<file path="src/rtl/hip_pkg.sv">
package hip_pkg;

   localparam int SEL_W = 2;

   typedef enum logic [SEL_W-1:0] {
      RATIO_2   = 2'b00,
      RATIO_2P5 = 2'b01,
      RATIO_3   = 2'b10,
      RATIO_3P5 = 2'b11
   } ratio_e;

   // input cycles per counter loop (two output periods for half ratios)
   function automatic int unsigned ratio_len(input logic [SEL_W-1:0] code);
      case (ratio_e'(code))
         RATIO_2:   return 2;
         RATIO_2P5: return 5;
         RATIO_3:   return 3;
         default:   return 7;
      endcase
   endfunction

   // counter value that launches the falling-edge pulse
   function automatic int unsigned ratio_mid(input logic [SEL_W-1:0] code);
      case (ratio_e'(code))
         RATIO_2P5: return 2;
         RATIO_3P5: return 3;
         default:   return 0;
      endcase
   endfunction

   // falling-edge path in use
   function automatic logic ratio_neg(input logic [SEL_W-1:0] code);
      return ratio_e'(code) != RATIO_2;
   endfunction

endpackage

</file>
<file path="src/rtl/hip_ratio_latch.sv">
module hip_ratio_latch #(
   parameter int                  CNT_W    = 3,
   parameter logic [1:0]          RST_CODE = 2'b00
) (
   input  logic                   clk,
   input  logic                   rst_n,
   input  logic                   restart,
   input  logic [1:0]             ratio_sel,
   output logic [CNT_W-1:0]       len,
   output logic [CNT_W-1:0]       mid,
   output logic                   neg_en
);

   logic [1:0] act_sel;

   always_ff @(posedge clk or negedge rst_n) begin
      if (!rst_n)       act_sel <= RST_CODE;
      else if (restart) act_sel <= ratio_sel;
   end

   always_comb begin
      len    = CNT_W'(hip_pkg::ratio_len(act_sel));
      mid    = CNT_W'(hip_pkg::ratio_mid(act_sel));
      neg_en = hip_pkg::ratio_neg(act_sel);
   end

   AST_RATIO_HOLD: assert property (@(posedge clk) disable iff (!rst_n)
      !restart |=> $stable(act_sel));
   AST_SEL_LOAD: assert property (@(posedge clk) disable iff (!rst_n)
      restart |=> (act_sel == $past(ratio_sel)));

endmodule

</file>
<file path="src/rtl/hip_rise_cnt.sv">
module hip_rise_cnt #(
   parameter int             CNT_W   = 3,
   parameter int             RST_LEN = 2
) (
   input  logic              clk,
   input  logic              rst_n,
   input  logic              restart,
   input  logic [CNT_W-1:0]  len,
   input  logic [CNT_W-1:0]  mid,
   input  logic [CNT_W-1:0]  load_len,
   output logic              a_q,
   output logic              b_q,
   output logic              quiet_q
);

   generate
      if (RST_LEN < 2 || RST_LEN >= (1 << CNT_W)) begin : g_bad_len
         $error("hip_rise_cnt: RST_LEN out of range for CNT_W");
      end
   endgenerate

   logic [CNT_W-1:0] cnt_q;
   logic [CNT_W-1:0] cnt_nx;

   always_comb begin
      if (cnt_q == len - 1'b1) cnt_nx = '0;
      else                     cnt_nx = cnt_q + 1'b1;
   end

   always_ff @(posedge clk or negedge rst_n) begin
      if (!rst_n) begin
         cnt_q   <= CNT_W'(RST_LEN - 1);
         a_q     <= 1'b0;
         b_q     <= 1'b0;
         quiet_q <= 1'b1;
      end else if (restart) begin
         cnt_q   <= load_len - 1'b1;
         a_q     <= 1'b0;
         b_q     <= 1'b0;
         quiet_q <= 1'b1;
      end else begin
         cnt_q   <= cnt_nx;
         a_q     <= (cnt_nx == '0);
         b_q     <= (cnt_nx == mid);
         quiet_q <= 1'b0;
      end
   end

   AST_CNT_RANGE: assert property (@(posedge clk) disable iff (!rst_n)
      cnt_q < len);
   AST_PULSE_SHORT: assert property (@(posedge clk) disable iff (!rst_n)
      a_q |=> !a_q);
   AST_RESTART_QUIET: assert property (@(posedge clk) disable iff (!rst_n)
      restart |=> (!a_q && !b_q && quiet_q));
   AST_FIRST_RISE: assert property (@(posedge clk) disable iff (!rst_n)
      (!restart && $past(restart)) |=> a_q);

endmodule

</file>
<file path="src/rtl/hip_fall_stage.sv">
module hip_fall_stage (
   input  logic clk,
   input  logic rst_n,
   input  logic b_q,
   input  logic neg_en,
   output logic n_q
);

   always_ff @(negedge clk or negedge rst_n) begin
      if (!rst_n) n_q <= 1'b0;
      else        n_q <= b_q & neg_en;
   end

   AST_NEG_OFF: assert property (@(negedge clk) disable iff (!rst_n)
      !neg_en |=> !n_q);

endmodule

</file>
<file path="src/rtl/halfint_prescaler.sv">
module halfint_prescaler #(
   parameter int          CNT_W    = 3,
   parameter logic [1:0]  RST_CODE = 2'b00,
   parameter bit          GATE_NEG = 1'b1
) (
   input  logic       clk_in,
   input  logic       rst_n,
   input  logic [1:0] ratio_sel,
   input  logic       div_rst,
   input  logic       sync,
   output logic       clk_div
);

   localparam int RST_LEN = hip_pkg::ratio_len(RST_CODE);

   generate
      if (CNT_W < 3) begin : g_bad_w
         $error("halfint_prescaler: CNT_W must count to 7");
      end
   endgenerate

   logic             restart;
   logic [CNT_W-1:0] len;
   logic [CNT_W-1:0] mid;
   logic [CNT_W-1:0] load_len;
   logic             neg_en;
   logic             a_q;
   logic             b_q;
   logic             quiet_q;
   logic             n_q;

   assign restart  = div_rst | sync;
   assign load_len = CNT_W'(hip_pkg::ratio_len(ratio_sel));

   hip_ratio_latch #(.CNT_W(CNT_W), .RST_CODE(RST_CODE)) u_latch (
      .clk(clk_in), .rst_n(rst_n), .restart(restart), .ratio_sel(ratio_sel),
      .len(len), .mid(mid), .neg_en(neg_en)
   );

   hip_rise_cnt #(.CNT_W(CNT_W), .RST_LEN(RST_LEN)) u_cnt (
      .clk(clk_in), .rst_n(rst_n), .restart(restart), .len(len), .mid(mid),
      .load_len(load_len), .a_q(a_q), .b_q(b_q), .quiet_q(quiet_q)
   );

   hip_fall_stage u_fall (
      .clk(clk_in), .rst_n(rst_n), .b_q(b_q), .neg_en(neg_en), .n_q(n_q)
   );

   generate
      if (GATE_NEG) begin : g_gated
         assign clk_div = a_q | (n_q & ~quiet_q);
      end else begin : g_plain
         assign clk_div = a_q | n_q;
      end
   endgenerate

endmodule

</file>
<file path="config.mk">
export PLATFORM = sky130hd
export DESIGN_NAME = halfint_prescaler
export DESIGN_NICKNAME = d
export VERILOG_FILES = /design/src/rtl/hip_pkg.sv /design/src/rtl/hip_ratio_latch.sv /design/src/rtl/hip_rise_cnt.sv /design/src/rtl/hip_fall_stage.sv /design/src/rtl/halfint_prescaler.sv
export SDC_FILE = /design/constraint.sdc
export NUM_CORES = 1
export LEC_CHECK = 0
export BUFFER_PORTS_ARGS = -buffer_cell sky130_fd_sc_hd__buf_2
export CORE_AREA = 2 2 39 41
export DETAILED_ROUTE_END_ITERATION = 7
export DIE_AREA = 0 0 41 43
export GPL_ROUTABILITY_DRIVEN = 0
export GPL_TIMING_DRIVEN = 0
export SYNTH_ARGS = -nofsm -noshare
export SYNTH_HDL_FRONTEND = slang
export SYNTH_SLANG_ARGS = --single-unit
</file>
<file path="constraint.sdc">
create_clock -name clk_in -period 2.35 [get_ports clk_in]
set_input_delay 0 -clock clk_in [delete_from_list [all_inputs] [get_ports clk_in]]
set_output_delay 0 -clock clk_in [all_outputs]
set_load 0.005 [all_outputs]
</file>
-- Word-level counts from Yosys, hierarchy flattened
Index checks and enable logic that the tools add are counted.
- flip-flop bits (word level): 9
- output and inout bits: 1
- logic and storage cells: 33
- $add $sub $neg: 3
- eq/ne operators: 7
- muxes and demuxes: 8
- bitwise logic cells: 5
- reductions and logical operators: 4
- operators by type and width (cell ; number):
    case mux 3 bit (3 select lines) ; 2
    == test 2 bit (second input constant) ; 3
    two-way mux 3 bit ; 2
    subtractor 3 x 1 -> 3 bit (second input constant) ; 2
    == test 2 x 1 -> 1 bit (second input constant) ; 2
    logical NOT 2 bit ; 2
    case mux 2 bit (2 select lines) ; 1
    adder 3 x 1 -> 3 bit (second input constant) ; 1
    == test 3 x 2 -> 1 bit ; 1
    == test 3 bit ; 1
    logical NOT 3 bit ; 1
    two-way mux 1 bit ; 3
    bitwise AND 1 bit ; 2
    OR 1 bit ; 2
    nonzero test 2 bit ; 1
    NOT 1 bit ; 1

-- Longest topological paths before layout
Gate-level depths: netlist of the first run.
- depth in word-level cells: 7
- gate-level depth with buffers: 7
- depth with buffers taken out: 6

-- By module
A second synthesis of the first run with hierarchy kept.
- cell total of the unflattened synthesis: 66
- area, all modules: 659.4 µm²
- by module, submodules not included (module ; times used ; cells an instance ; area each (µm²) ; sequential area each (µm²)):
    hip_rise_cnt ; 1 ; 46 ; 473.0 ; 152.6
    hip_ratio_latch ; 1 ; 12 ; 121.4 ; 50.0
    halfint_prescaler ; 1 ; 6 ; 33.8 ; 0.0
    hip_fall_stage ; 1 ; 2 ; 31.3 ; 25.0

==> results.toml, run 1 <==
[synthesis]
yosys.area.top_type = "dfrtp_1"
synthDistinctLibCells = 24
ys_seq_elements = 9
synth_area_leaders = "dfrtp_1 (29%), dfstp_2 (10%), ha_1 (7.3%), dfrtn_1 (4.9%), nor2b_1 (4.9%)"
syn_area_per_cell_sq_um = 10.94
synth_top_area_share = 0.2920
synth_common_cells = "dfrtp_1 (6), nand2_1 (5), nor2_1 (5)"
async_flop_share = 1.000
ys.warnings.count = 0
synth_edf_count = 0
synth_flop_cell = "dfrtp_1"
synth-seq-area-share = 0.4428
synthesis.nets = 56
yosysMostFrequentCell = "dfrtp_1"
synthesis.area_sq_um = 514.2
synthCells = 47

[clocking]
clockRootBuffer = "clkbuf_4"
cts.sinks = 9
insertion_delay_ns = 0.26
tritoncts = "yes"
htreeDepth = 1
cts_max_path_buffers = 2
cts_buffers = 3
post_cts_resized = 0
cts.clk_slew.worst_paths_ns = 0.06

[global_routing]
grt_pass1_vias = 330
grt_pass1_wl_um = 1476
grt_max_degree = 10
grt_overflow = 0
grt_antenna_before_repair = 0
gr-usage-all-layers = 0.1289

[worst_hold_path]
holdCritStartpoint = "ratio_sel[0]"
hold_depth = 2
holdPathEnd = "u_latch.act_sel[0]$_DFFE_PN0N_"
worstHoldPathType = "in -> reg"

[floorplan]
rows = 14
num_io_pins = 7
die_x_um = 41
die_area_sq_um = 1763
core_area_sq_um = 1384
start_util = 0.3716
die_h_um = 43

[setup_path]
reg2reg_slack_ns = 0.32
cp_data_arrival_time_ns = 0.96
timing.rr.end = "u_fall.n_q$_DFF_NN0_"
path_max_fanout = 9
r2r_start = "u_latch.act_sel[0]$_DFFE_PN0N_"
reg2regPathDepth = 3
critPathKind = "reg -> reg"
crit_start = "u_latch.act_sel[0]$_DFFE_PN0N_"
required_ns = 1.29
crit_path_end_kind = "flip-flop"
critPathLaunchType = "flip-flop"

[layout]
fin_nets = 69
syn_to_final_growth_pct = 18.73
final_area_sq_um = 610.6
area.sequential_sq_um = 227.7
antenna_cells = 0
postLayoutCoreUtil = 0.4412
instances_no_fill = 75
drive_gt1_frac = 0.2881
multi_input_area_sq_um = 267.8
nFillCells = 143

[place]
hpwl_um = 581.1
io_buffers = 6
placed_area_sq_um = 564.3
placed_cells = 69

[sta]
hold_viol = 0
drv_slew = 0
finalSetupViolations = 0
slew_headroom = 0.8212
fin_tns_setup_ns = 0
tightest_slew_ns = 0.2659
rsz0062_at_grt = "no"
fin_skew_ns = 0.009504

[routing]
post_drt_via_cell_ratio = 4.720
route.detailed.drc = 0
drt_wl_total_um = 803
firstDrtPassIters = 4
drt_iter0_drc = 3
wl_per_cell_um = 10.71
num_vias = 354
ant_nets = 0

[job]
max_cap_viol_count = 0

[status]
status = "finished clean"

[power]
p_leak_nw = 0.2945
ir_drop_mv = 0.3161
power-per-cell-area_nw_per_um2 = 666.2
power by group:
group          total [mW]  leakage (nW)  internal (mW)  switching (mW)
clock network       0.117        0.0150         0.0653          0.0520
logic               0.106         0.170         0.0570          0.0485
registers           0.184         0.109          0.172          0.0119
total               0.407         0.294          0.294           0.112
worst max-delay path by stage:
stage | endpoint | slack [ns] | cells past startpoint
after floorplan | u_fall.n_q$_DFF_NN0_ | 0.37 | 3
after global placement | u_fall.n_q$_DFF_NN0_ | 0.31 | 3
after detailed placement | u_fall.n_q$_DFF_NN0_ | 0.33 | 3
after CTS | clk_div | 0.31 | 2
after global routing | u_fall.n_q$_DFF_NN0_ | 0.23 | 3
final | u_fall.n_q$_DFF_NN0_ | 0.32 | 3
through the flow:
step	hold slack, ns	power [mW]	worst slack [ns]
after floorplan	-0.2956	0.2656	0.3708
after global placement	-0.1405	0.2890	0.3121
after detailed placement	-0.1388	0.2896	0.3283
after CTS	0.01716	0.4136	0.3060
after global routing	0.02724	0.4392	0.2342
final	0.02606	0.4068	0.3220
layout by cell type, fill, tap and decap left out, drive strengths merged:
master and n:
o31ai 2, xnor3 1, nand2 5, xnor2 1, nor3 1, xor2 2, o21ai 2, inv 1
o22ai 1, a21o 1, clkbuf 4, dfrtp 6, buf 7, or3 1, dfstp 2, nor2b 4
dlygate4sd3 2, clkinv 1, mux2 2, a221oi 1, and4b 1, dfrtn 1, nor2 5, ha 3
a21oi 1, or2b 1
worst max-delay path, cell delays in order (launching register included):
cell and delay (ns):
dfrtp_1 0.37, buf_6 0.13, nor2_1 0.14, nor2b_1 0.06
sequential cells by signal, summed over array words and instances, names as in the netlist:
signal,count
u_fall.n_q,1
u_cnt.quiet_q,1
u_latch.act_sel,2
u_cnt.cnt_q,3
u_cnt.a_q,1
u_cnt.b_q,1
area by class of cell:
cell class	count	area share
timing repair buffer	8	0.08197
buffer	1	0.01844
clock buffer	4	0.04303
inverter	2	0.01230
multi-input combinational	35	0.4385
tap	16	0.03279
sequential	9	0.3729
cell families (layout without fill, tap and decap cells):
| kind of cell | Yosys count | count (layout) | synth area share |
|---|---|---|---|
| flip-flops | 9 | 9 | 0.4428 |
| buffers and inverters | 3 | 15 | 0.03648 |
| multiplexers | 2 | 2 | 0.04379 |
| AO/OA/AOI/OAI | 8 | 8 | 0.1143 |
| XOR/XNOR | 4 | 4 | 0.09490 |
| AND/OR/NAND/NOR | 18 | 18 | 0.1946 |
| adder cells (fa/ha/maj) | 3 | 3 | 0.07300 |
what timing repair did:
item,4_1_cts,5_1_grt
hold endpoints to repair,9,0
setup buffers,0,0
hold buffers,2,0
setup endpoints to repair,0,0
layer usage:
| layer | up-vias | part of all wire | track usage |
|---|---|---|---|
| li1 | 184 | - | - |
| met1 | 158 | 0.49 | 0.1833 |
| met2 | 12 | 0.43 | 0.1688 |
| met3 | 0 | 0.071 | 0.07853 |
| met4 | 0 | 0 | 0.02000 |
| met5 | - | 0 | 0 |
Power figures use the tool's default switching activity.
==> run 2: changes to the inputs <==
- HOLD_SLACK_MARGIN: not set -> 0.03
- SLEW_MARGIN: not set -> 20
==> results.toml, run 2 (synthesis gave the netlist of run 1 again) <==
[status]
status = "finished clean"

[setup_path]
timing.rr.end = "u_fall.n_q$_DFF_NN0_"
critPathKind = "reg -> reg"
critPathLaunchType = "flip-flop"
reg2reg_slack_ns = 0.32
crit_buf_inv = 1
crit_chain = "buf_6, nor2_1, nor2b_1"
cp_data_arrival_time_ns = 0.96
crit_path_end_kind = "flip-flop"
reg2regPathDepth = 3
path_max_fanout = 9
required_ns = 1.29
slowest_delay_ns = 0.37
critPathTopFamily = "flip-flops"
r2r_start = "u_latch.act_sel[0]$_DFFE_PN0N_"
slowest_stage = "dfrtp_1"

[place]
placed_area_sq_um = 564.3
hpwl_um = 581.1
dp_slack_ns = 0.3283
io_buffers = 6

[global_routing]
gr-usage-all-layers = 0.1320
grt_max_degree = 10
grt_overflow = 0
grt_pass1_vias = 345
grt_pass1_wl_um = 1518
grt_antenna_before_repair = 0

[routing]
wl_per_cell_um = 10.63
route.detailed.drc = 0
firstDrtPassIters = 4
ant_nets = 0
drt_iter0_drc = 2
post_drt_via_cell_ratio = 4.705
num_vias = 367
drt_wl_total_um = 829

[floorplan]
die_x_um = 41
start_util = 0.3716
die_h_um = 43
core_area_sq_um = 1384
rows = 14
die_area_sq_um = 1763
num_io_pins = 7

[worst_hold_path]
hold_depth = 3
worstHoldPathType = "in -> reg"
holdPathEnd = "u_cnt.cnt_q[1]$_DFF_PN0_"
holdCritStartpoint = "sync"

[clocking]
cts.clk_slew.worst_paths_ns = 0.06
clockRootBuffer = "clkbuf_4"
tritoncts = "yes"
cts_buffers = 3
insertion_delay_ns = 0.26
cts_max_path_buffers = 2
htreeDepth = 1
post_cts_resized = 0
cts.sinks = 9

[sta]
drv_slew = 0
hold_viol = 0
fin_skew_ns = 0.009491
tightest_slew_ns = 0.2668
fin_tns_setup_ns = 0
slew_headroom = 0.8206
fin_ws_ns = 0.3220
finalSetupViolations = 0
rsz0062_at_grt = "no"

[power]
ir_drop_mv = 0.3209
p_leak_nw = 0.3084
power-per-cell-area_nw_per_um2 = 641.1
power_mw = 0.4107

[layout]
largest_reg_flops = 3
top_register = "u_cnt.cnt_q"
final_cell_mix = "buf_2 (6), dfrtp_1 (6), nor2_1 (5), nand2_1 (5), dlygate4sd3_1 (5)"
antenna_cells = 0
largest_registers = "u_cnt.cnt_q (3), u_latch.act_sel (2)"
drive_gt1_frac = 0.2742
fin_nets = 72
nFillCells = 138
final_area_sq_um = 640.6
syn_to_final_growth_pct = 24.57

[job]
max_cap_viol_count = 0
==> run 2: cell count changes in the layout (fill, tap and decap cells not counted), sizes merged <==
cell	previous run	this run
dlygate4sd3	2	5
==> run 2: routing by layer <==
metal,up-vias,part of all wire,GRT usage,routed length [um]
met5,-,0,0,0
met4,0,0,0.02000,0
met3,0,0.069,0.07853,57
met2,12,0.44,0.1750,363
met1,165,0.49,0.1867,409
li1,190,-,-,-
==> run 2: worst reg2reg max path: stages, from the launching register on <==
cell,delay (ns)
dfrtp_1,0.37
buf_6,0.13
nor2_1,0.14
nor2b_1,0.06
==> run 2: area by class of cell <==
class | count | area (sq um) | share of cell area
Tap cell | 16 | 20.02 | 0.03125
Buffer | 1 | 11.26 | 0.01758
Timing Repair Buffer | 11 | 80.08 | 0.1250
Inverter | 2 | 7.507 | 0.01172
Multi-Input combinational cell | 35 | 267.8 | 0.4180
Sequential cell | 9 | 227.7 | 0.3555
Clock buffer | 4 | 26.28 | 0.04102
==> run 2: worst max path at each step <==
stage                                   start                   end  cells past startpoint
2_1_floorplan  u_latch.act_sel[0]$_DFFE_PN0N_  u_fall.n_q$_DFF_NN0_                      3
3_3_place_gp   u_latch.act_sel[0]$_DFFE_PN0N_  u_fall.n_q$_DFF_NN0_                      3
3_5_place_dp   u_latch.act_sel[0]$_DFFE_PN0N_  u_fall.n_q$_DFF_NN0_                      3
4_1_cts                  u_fall.n_q$_DFF_NN0_               clk_div                      2
5_1_grt        u_latch.act_sel[0]$_DFFE_PN0N_  u_fall.n_q$_DFF_NN0_                      3
6_report       u_latch.act_sel[0]$_DFFE_PN0N_  u_fall.n_q$_DFF_NN0_                      3
==> run 2: what timing repair did <==
action / 4_1_cts / 5_1_grt
hold buffers: 5 / 0
buffers inserted: 0 / 0
endpoints found under the hold margin: 12 / 0
==> run 2: power breakdown <==
part,internal (mW),total (mW),switching (mW)
sequential,0.172,0.184,0.0120
combinational,0.0602,0.109,0.0491
clock,0.0653,0.117,0.0520
==> run 2: stage by stage <==
step                  util  hold slack [ns]  instances
CTS                 0.4629          0.06428         78
detailed placement  0.4078          -0.1388         69
global route        0.4629          0.08916         78
finish              0.4629          0.07328         78
floorplan                -          -0.2956         47
global placement    0.4078          -0.1405         69
==> run 3: changes to the inputs <==
- clock period: 2.35 -> 1.7 ns (I/O delays scaled with it)
==> results.toml, run 3 (synthesis gave the netlist of run 1 again) <==
[setup_path]
crit_path_end = "u_cnt.b_q$_DFF_PN0_"
reg2reg_slack_ns = -0.16
crit_start = "u_latch.act_sel[1]$_DFFE_PN0N_"
required_ns = 1.87
critPathLaunchType = "flip-flop"
critPathKind = "reg -> reg"
reg2regPathDepth = 6
crit_path_end_kind = "flip-flop"
r2r_start = "u_latch.act_sel[1]$_DFFE_PN0N_"
timing.rr.end = "u_cnt.b_q$_DFF_PN0_"
cp_data_arrival_time_ns = 2.02
path_max_fanout = 7

[sta]
fin_skew_ns = 0.009376
hold_viol = 0
fmax_ghz = 0.5380
fin_tns_setup_ns = -0.2020
tightest_slew_ns = 0.2648
drv_slew = 0
rsz0062_at_grt = "yes"
period_minus_slack_ns = 1.859
fin_ws_ns = -0.1587
timing.final.crit_share = 1.093
slew_headroom = 0.8224
finalSetupViolations = 3

[floorplan]
num_io_pins = 7
core_area_sq_um = 1384
rows = 14
die_h_um = 43
die_area_sq_um = 1763
start_util = 0.3716
die_x_um = 41

[layout]
syn_to_final_growth_pct = 36.98
drive_gt1_frac = 0.4030
fin_nets = 77
largest_registers = "u_cnt.cnt_q (3), u_latch.act_sel (2)"
antenna_cells = 0
largest_reg_flops = 3
top_register = "u_cnt.cnt_q"
postLayoutCoreUtil = 0.5090
final_cell_mix = "buf_2 (6), buf_4 (6), nand2_1 (5), dlygate4sd3_1 (5)"

[clocking]
insertion_delay_ns = 0.26
cts_max_path_buffers = 2
htreeDepth = 1
clockRootBuffer = "clkbuf_4"
cts.clk_slew.worst_paths_ns = 0.06
cts.sinks = 9
cts_buffers = 3
tritoncts = "yes"

[place]
hpwl_um = 588.7
io_buffers = 6

[power]
power.internal_mw = 0.4400
switchingPower_mw = 0.1681
p_seq_frac = 0.428
comb_power_share = 0.307
p_leak_nw = 0.3348
power-per-cell-area_nw_per_um2 = 863.1
ir_drop_mv = 0.4990
power_frac_clock = 0.265
p_sw_frac = 0.2764

[global_routing]
gr-usage-all-layers = 0.1416
grt_max_degree = 10
grt_overflow = 0
grt_antenna_before_repair = 0
grt_pass1_wl_um = 1642
grt_pass1_vias = 389

[routing]
route.detailed.drc = 0
drt_wl_total_um = 964
firstDrtPassIters = 4
ant_nets = 0
num_vias = 404
drt_iter0_drc = 2
wl_per_cell_um = 11.61
post_drt_via_cell_ratio = 4.867

[job]
max_cap_viol_count = 0

[worst_hold_path]
worstHoldPathType = "in -> reg"
hold_depth = 3

[status]
status = "finished with violations"
violations = "negative setup slack"
==> run 3: per-stage QoR <==
step | setup WS (ns) | cells | total power, mW | hold WS (ns) | cell area [sq um]
after floorplan | -0.1921 | 47 | 0.3671 | -0.2956 | 514.2
after CTS | -0.2204 | 82 | 0.5964 | 0.06418 | 670.6
final | -0.1587 | 83 | 0.6080 | 0.07309 | 704.4
after global routing | -0.2052 | 83 | 0.6529 | 0.09064 | 704.4
after detailed placement | -0.2489 | 69 | 0.4003 | -0.1366 | 564.3
after global placement | -0.2487 | 69 | 0.3991 | -0.1408 | 564.3
==> run 3: layer usage <==
layer	track usage	vias up	wire length [um]
li1	-	202	-
met2	0.2125	11	503
met3	0.07853	0	59
met1	0.1776	191	402
met5	0	-	0
met4	0.02000	0	0
==> run 3: worst min-delay path by stage <==
stage / from / end / slack [ns]
final: sync / u_cnt.cnt_q[1]$_DFF_PN0_ / 0.07
after global routing: sync / u_cnt.cnt_q[1]$_DFF_PN0_ / 0.09
after CTS: sync / u_cnt.cnt_q[1]$_DFF_PN0_ / 0.06
after detailed placement: rst_n / u_cnt.cnt_q[2]$_DFF_PN0_ / -0.14
after global placement: rst_n / u_cnt.a_q$_DFF_PN0_ / -0.14
after floorplan: rst_n / u_cnt.a_q$_DFF_PN0_ / -0.30
==> run 3: cell type report <==
class | count | area [sq um]
Inverter | 2 | 7.507
Timing Repair Buffer | 17 | 125.1
Clock buffer | 4 | 26.28
Tap cell | 16 | 20.02
Multi-Input combinational cell | 35 | 295.3
Fill cell | 130 | 679.4
Sequential cell | 9 | 230.2
==> run 3: worst max-delay path, cell delays in order, from the launching register on <==
cell and delay [ns]:
dfrtp_2 0.48, nor2_4 0.16, ha_4 0.13, xnor3_1 0.21
and4b_4 0.22, or3_4 0.36, a221oi_2 0.21
==> run 3: power groups by stage <==
| stage | logic [mW] | registers (mW) | clock network, mW |
|---|---|---|---|
| floorplan | 0.114 | 0.253 | 0 |
| global placement | 0.142 | 0.258 | 0 |
| detailed placement | 0.142 | 0.258 | 0 |
| CTS | 0.173 | 0.254 | 0.169 |
| global route | 0.208 | 0.264 | 0.181 |
| finish | 0.187 | 0.260 | 0.161 |
==> run 3: timing repair <==
item,CTS,global route
setup buffers,4,2
pin swaps,3,3
gates resized for setup,0,6
setup endpoints to repair,2,7
hold endpoints to repair,12,0
hold buffers,5,0
